File: config.mk
export PLATFORM = sky130hd
export DESIGN_NAME = intr_enable_ctrl
export DESIGN_NICKNAME = d
export VERILOG_FILES = /design/src/rtl/intr_enable_pkg.sv /design/src/rtl/intr_enable_control.sv /design/src/rtl/intr_enable_datapath.sv /design/src/rtl/intr_enable_ctrl.sv
export SDC_FILE = /design/constraint.sdc
export NUM_CORES = 1
export LEC_CHECK = 0
export BUFFER_PORTS_ARGS = -buffer_cell sky130_fd_sc_hd__buf_2
export CAP_MARGIN = 10
export CORE_AREA = 2 2 39 41
export DETAILED_ROUTE_END_ITERATION = 7
export DIE_AREA = 0 0 41 43
export PLACE_DENSITY = 0.58
export RECOVER_POWER = 25
export SYNTH_ARGS = -nofsm -noshare
export SYNTH_HDL_FRONTEND = slang
export SYNTH_HIERARCHICAL = 1
export SYNTH_SLANG_ARGS = --single-unit
File: constraint.sdc
create_clock -name clk -period 2.3 [get_ports clk]
set_input_delay 0.46 -clock clk [delete_from_list [all_inputs] [get_ports clk]]
set_output_delay 0.46 -clock clk [all_outputs]
set_load 0.01 [all_outputs]
File: src/rtl/intr_enable_pkg.sv
package intr_enable_pkg;

  // Strobes issued by the control to the datapath each cycle.
  typedef struct packed {
    logic loadIf;      // write ifValue into the enable flag
    logic ifValue;     // value to write
    logic raiseGp;     // request a protection fault next cycle
    logic armShadow;   // open a new shadow
    logic armRetire;   // the arming cycle also retires the loader
    logic stepShadow;  // a retire consumed one shadow slot
  } ctlStrobes_t;

endpackage

File: src/rtl/intr_enable_control.sv
module intr_enable_control
  import intr_enable_pkg::*;
#(
  parameter int PRIV_W = 2
) (
  input  logic              evClear,
  input  logic              evSet,
  input  logic              evPopFlags,
  input  logic              popIfValue,
  input  logic              evIret,
  input  logic              evTaskSwitch,
  input  logic              restoredIf,
  input  logic              evGate,
  input  logic              gateIsInterrupt,
  input  logic              evSsLoad,
  input  logic              retire,
  input  logic [PRIV_W-1:0] cpl,
  input  logic [PRIV_W-1:0] iopl,
  input  logic              shadowBusy,
  output ctlStrobes_t       strobes
);

  logic privOk;
  logic restoreEv;

  assign privOk    = (cpl <= iopl);
  assign restoreEv = evIret | evTaskSwitch;

  // Flag update: one winner per cycle, in fixed precedence.
  always_comb begin
    strobes = '0;
    if (evGate) begin
      if (gateIsInterrupt) begin
        strobes.loadIf  = 1'b1;
        strobes.ifValue = 1'b0;
      end
    end else if (restoreEv) begin
      strobes.loadIf  = 1'b1;
      strobes.ifValue = restoredIf;
    end else if (evPopFlags) begin
      if (privOk) begin
        strobes.loadIf  = 1'b1;
        strobes.ifValue = popIfValue;
      end
    end else if (evSet) begin
      if (privOk) begin
        strobes.loadIf  = 1'b1;
        strobes.ifValue = 1'b1;
      end else begin
        strobes.raiseGp = 1'b1;
      end
    end else if (evClear) begin
      if (privOk) begin
        strobes.loadIf  = 1'b1;
        strobes.ifValue = 1'b0;
      end else begin
        strobes.raiseGp = 1'b1;
      end
    end

    // Shadow sequencing: a load inside an open shadow is not re-armed.
    if (evSsLoad && !shadowBusy) begin
      strobes.armShadow = 1'b1;
      strobes.armRetire = retire;
    end else if (shadowBusy && retire) begin
      strobes.stepShadow = 1'b1;
    end
  end

endmodule

File: src/rtl/intr_enable_datapath.sv
module intr_enable_datapath
  import intr_enable_pkg::*;
#(
  parameter int SHADOW_SPAN = 2
) (
  input  logic        clk,
  input  logic        rst_n,
  input  ctlStrobes_t strobes,
  input  logic        evSsLoad,
  input  logic        retire,
  input  logic        intrPending,
  output logic        shadowBusy,
  output logic        ifFlag,
  output logic        gpFault,
  output logic        intrAccept,
  output logic        dbgBlock
);

  localparam int SHADOW_W = $clog2(SHADOW_SPAN + 1);
  localparam logic [SHADOW_W-1:0] SPAN_VAL = SHADOW_W'(SHADOW_SPAN);

  logic [SHADOW_W-1:0] shadowLeft;

  always_ff @(posedge clk) begin
    if (!rst_n) begin
      ifFlag <= 1'b0;
    end else if (strobes.loadIf) begin
      ifFlag <= strobes.ifValue;
    end
  end

  always_ff @(posedge clk) begin
    if (!rst_n) begin
      gpFault <= 1'b0;
    end else begin
      gpFault <= strobes.raiseGp;
    end
  end

  always_ff @(posedge clk) begin
    if (!rst_n) begin
      shadowLeft <= '0;
    end else if (strobes.armShadow) begin
      shadowLeft <= SPAN_VAL - SHADOW_W'(strobes.armRetire);
    end else if (strobes.stepShadow) begin
      shadowLeft <= shadowLeft - 1'b1;
    end
  end

  assign shadowBusy = (shadowLeft != '0);
  assign dbgBlock   = shadowBusy | evSsLoad;
  assign intrAccept = retire & intrPending & ifFlag & ~dbgBlock;

endmodule

File: src/rtl/intr_enable_ctrl.sv
module intr_enable_ctrl
  import intr_enable_pkg::*;
#(
  parameter int PRIV_W      = 2,
  parameter int SHADOW_SPAN = 2
) (
  input  logic              clk,
  input  logic              rst_n,
  input  logic              evClear,
  input  logic              evSet,
  input  logic              evPopFlags,
  input  logic              popIfValue,
  input  logic              evIret,
  input  logic              evTaskSwitch,
  input  logic              restoredIf,
  input  logic              evGate,
  input  logic              gateIsInterrupt,
  input  logic              evSsLoad,
  input  logic              retire,
  input  logic              intrPending,
  input  logic [PRIV_W-1:0] cpl,
  input  logic [PRIV_W-1:0] iopl,
  output logic              ifFlag,
  output logic              gpFault,
  output logic              intrAccept,
  output logic              dbgBlock
);

  ctlStrobes_t strobes;
  logic        shadowBusy;

  intr_enable_control #(.PRIV_W(PRIV_W)) u_control (
    .evClear         (evClear),
    .evSet           (evSet),
    .evPopFlags      (evPopFlags),
    .popIfValue      (popIfValue),
    .evIret          (evIret),
    .evTaskSwitch    (evTaskSwitch),
    .restoredIf      (restoredIf),
    .evGate          (evGate),
    .gateIsInterrupt (gateIsInterrupt),
    .evSsLoad        (evSsLoad),
    .retire          (retire),
    .cpl             (cpl),
    .iopl            (iopl),
    .shadowBusy      (shadowBusy),
    .strobes         (strobes)
  );

  intr_enable_datapath #(.SHADOW_SPAN(SHADOW_SPAN)) u_datapath (
    .clk         (clk),
    .rst_n       (rst_n),
    .strobes     (strobes),
    .evSsLoad    (evSsLoad),
    .retire      (retire),
    .intrPending (intrPending),
    .shadowBusy  (shadowBusy),
    .ifFlag      (ifFlag),
    .gpFault     (gpFault),
    .intrAccept  (intrAccept),
    .dbgBlock    (dbgBlock)
  );

endmodule

==> results.toml <==
[synthesis]
ys_dominant_reg_cell = "sky130_fd_sc_hd__dfxtp_1"
post_synth_mux_area_share_pct = 5.39
yosys.area_share.xor_xnor_pct = 2.36
post_synthesis_share_of_cell_area_spent_on_and_or_nand_and_nor_gates_pct = 35.4
synth_compound_gate_area_share_pct = 17.2
synth_enable_flop_cells = 0
postSynthRegisterBits = 4
yosys.cell_types.count = 21
postSynthCellCount = 42
postSynthNetCount = 63
async_set_or_reset_flop_fraction_in_the_synthesized_netlist_pct = 0
synth_seq_area_share_pct = 21.5
synth_top_family_by_area = "simple AND/OR/NAND/NOR gates"
post_synthesis_instance_area_sq_um = 372
avgSynthCellArea_sq_um = 8.85
post_synth_fa_ha_maj_area_fraction_pct = 10.1
synth.yosys.warnings = 6

[global_route]
antenna_violations_before_repair = 0
total_overflow_reported_by_the_global_router = 0
grt_start_max_net_pins = 5
number_of_global_route_vias_before_repair = 332
track_usage_pct = 9.54
grt_pass1_wl_um = 1150

[finish]
layout.cell_area.non_filler_sq_um = 517
synthToLayoutAreaGrowth_pct = 39.1
fill_cells = 154
post_route_cells_drive_above_1_share_pct = 42.4
num-nets-final = 89
register_area_sq_um = 80.1
multi_input_area_sq_um = 262
insertedDiodeCount = 0

[critical_path]
crit_buf_inv = 1
endpoint_of_the_worst_slack_reg_to_reg_timing_path = "u_datapath/shadowLeft[0]"
ff2ff_setup_slack_ns = 1.03
crit_cells = 7
critPathRequiredTime_ns = 2.42
biggest_fanout_along_the_worst_timing_path = 3
cells_on_worst_reg2reg_path = 7
crit_slowest_cell = "sky130_fd_sc_hd__a221oi_1"
worst_path_largest_cell_delay_ns = 0.30
arrival_ns = 1.70
criticalPathCategory = "primary input to register"
crit_path_cell_trace = "buf_2 -> ha_1 -> nor2b_1 -> a2bb2oi_1 -> a221oi_1 -> mux2i_1 -> nor2_1"
path_delay_family = "compound AO/OA/AOI/OAI gates"
critPathLaunchType = "primary input"
worst_r2r_startpoint = "u_datapath/shadowLeft[0]"
crit_path_end_kind = "register"

[routing]
total_routed_wirelength_um = 733
num_vias = 364
initialDrtViolationCount = 1
wire_per_inst_um = 8.94
remaining_antenna_violation_count = 0
dr.pass1.iters = 3
drc_errors = 0
viasPerCell = 4.44

[timing]
worst_clock_skew_ns = 0.00000949
report.final.hold_viol_count = 0
post-route-period-util_pct = 68.7
setup-tns-final_ns = 0
layout_min_cycle_time_ns = 1.58
max_freq_ghz = 0.633
tightest_pin_transition_ns = 0.299
finalSetupViolations = 0
final-max-slew-violation-count = 0
maxSlewHeadroom_pct = 80.0
unrepaired_setup_endpoints_after_global_routing = "no"

[place]
dp_hpwl_um = 656
dpl-instance-area_sq_um = 497
port_buffers = 21
gpl.final_weighted_congestion = 0.624

[floorplanning]
design.core.area_sq_um = 1380
floorplan.die.height_um = 43
total_die_area_sq_um = 1760
initial_core_util_pct = 26.9
placementRows = 14
top_level_ports = 22
floorplan.die.width_um = 41

[clock_tree]
cts_root_buf = "sky130_fd_sc_hd__clkbuf_4"
cts.sinks = 4
cts_max_level = 1
cts_tree = "yes"
post_cts_hold_buffer_count = 0
clk_transition_reported_paths_ns = 0.04
clock_latency_ns = 0.23
postcts_resize_cnt = 0
cts.repair_timing.setup_buffer_count = 0
total_clock_buffers_created_by_cts = 3
max_clock_buf_depth = 2

[hold_path]
holdCritStartpoint = "rst_n"
min-delay-path-class = "primary input to register"
timing.hold.worst_path_depth = 2
holdPathEnd = "u_datapath/gpFault"

[power_and_ir_drop]
total_leakage_power_uw = 0.000273
ir_worst_vdd_mv = 0.268
totalPowerFinal_uw = 335
power_density_nw_per_um2 = 649

[job]
max_cap_violations = 0

[run_status]
run_status = "completed"
[cells in the final DEF (no fill, tap or decap), types with 2 or more instances in the layout]
cell and count:
sky130_fd_sc_hd__and2_1 3, sky130_fd_sc_hd__buf_2 19, sky130_fd_sc_hd__clkbuf_1 2, sky130_fd_sc_hd__clkbuf_4 3
sky130_fd_sc_hd__dfxtp_1 4, sky130_fd_sc_hd__ha_1 3, sky130_fd_sc_hd__inv_1 8, sky130_fd_sc_hd__mux2i_1 2
sky130_fd_sc_hd__nand2b_1 3, sky130_fd_sc_hd__nor2_1 4, sky130_fd_sc_hd__nor2b_1 2
[how the worst max path moves through the flow]
| stage | endpoint | from | slack [ns] |
|---|---|---|---|
| floorplan | u_datapath/ifFlag | iopl[1] | 0.62 |
| global placement | u_datapath/ifFlag | cpl[1] | 0.50 |
| detailed placement | u_datapath/ifFlag | cpl[1] | 0.46 |
| CTS | u_datapath/ifFlag | cpl[1] | 0.71 |
| global route | u_datapath/ifFlag | cpl[1] | 0.61 |
| finish | u_datapath/ifFlag | cpl[1] | 0.72 |
[per-stage QoR]
stage,util (%),setup slack (ns),hold WS (ns),cells
2_1_floorplan,-,0.623,0.542,42
3_3_place_gp,35.9,0.498,0.519,79
3_5_place_dp,35.9,0.459,0.531,79
4_1_cts,37.5,0.707,0.479,82
5_1_grt,37.3,0.606,0.502,82
6_report,37.3,0.720,0.486,82
[layout make-up]
cell class	count	share of cell area [%]
clock buffer	3	4.36
inverter	8	5.81
multi-input combinational	30	50.6
sequential	4	15.5
timing repair buffer	21	19.9
tap	16	3.87
[synthesized netlist by cell type, types with 2 or more instances]
master,n,share of area (%)
sky130_fd_sc_hd__inv_1,8,8.1
sky130_fd_sc_hd__dfxtp_1,4,22
sky130_fd_sc_hd__nor2_1,4,4.0
sky130_fd_sc_hd__nand2b_1,3,5.1
sky130_fd_sc_hd__nor2b_1,2,3.4
sky130_fd_sc_hd__and2_1,3,5.1
sky130_fd_sc_hd__ha_1,3,10
sky130_fd_sc_hd__mux2i_1,2,5.4
[metal layers]
layer	vias up	routed length (um)	global-route usage (%)	share of wire, %
met5	-	0	0	0
met1	158	310	9.65	42
li1	194	-	-	-
met2	12	356	15.6	49
met3	0	66	6.28	9.0
met4	0	0	2.00	0
[state kept, by name, summed over array words and instances (netlist names)]
signal and cells:
u_datapath/gpFault 1, u_datapath/shadowLeft 2, u_datapath/ifFlag 1
[kinds of logic (layout without fill, tap and decap cells)]
family                     after synthesis  in the layout
and+or+nand+nor                         18             18
buffers and inverters                    8             32
muxes                                    2              2
xor gates and xnor gates                 1              1
AOI/OAI and AO/OA                        6              6
DFF                                      4              4
adders and majority gates                3              3
[where the power goes]
| part | leakage, uW | switching (uW) | internal (uW) |
|---|---|---|---|
| clock network | 0.0000138 | 26.4 | 58.2 |
| logic | 0.000227 | 76.0 | 79.1 |
| registers | 0.0000328 | 9.26 | 86.3 |
| total | 0.000273 | 112 | 224 |
No activity file was read; power rests on OpenSTA's default activity.
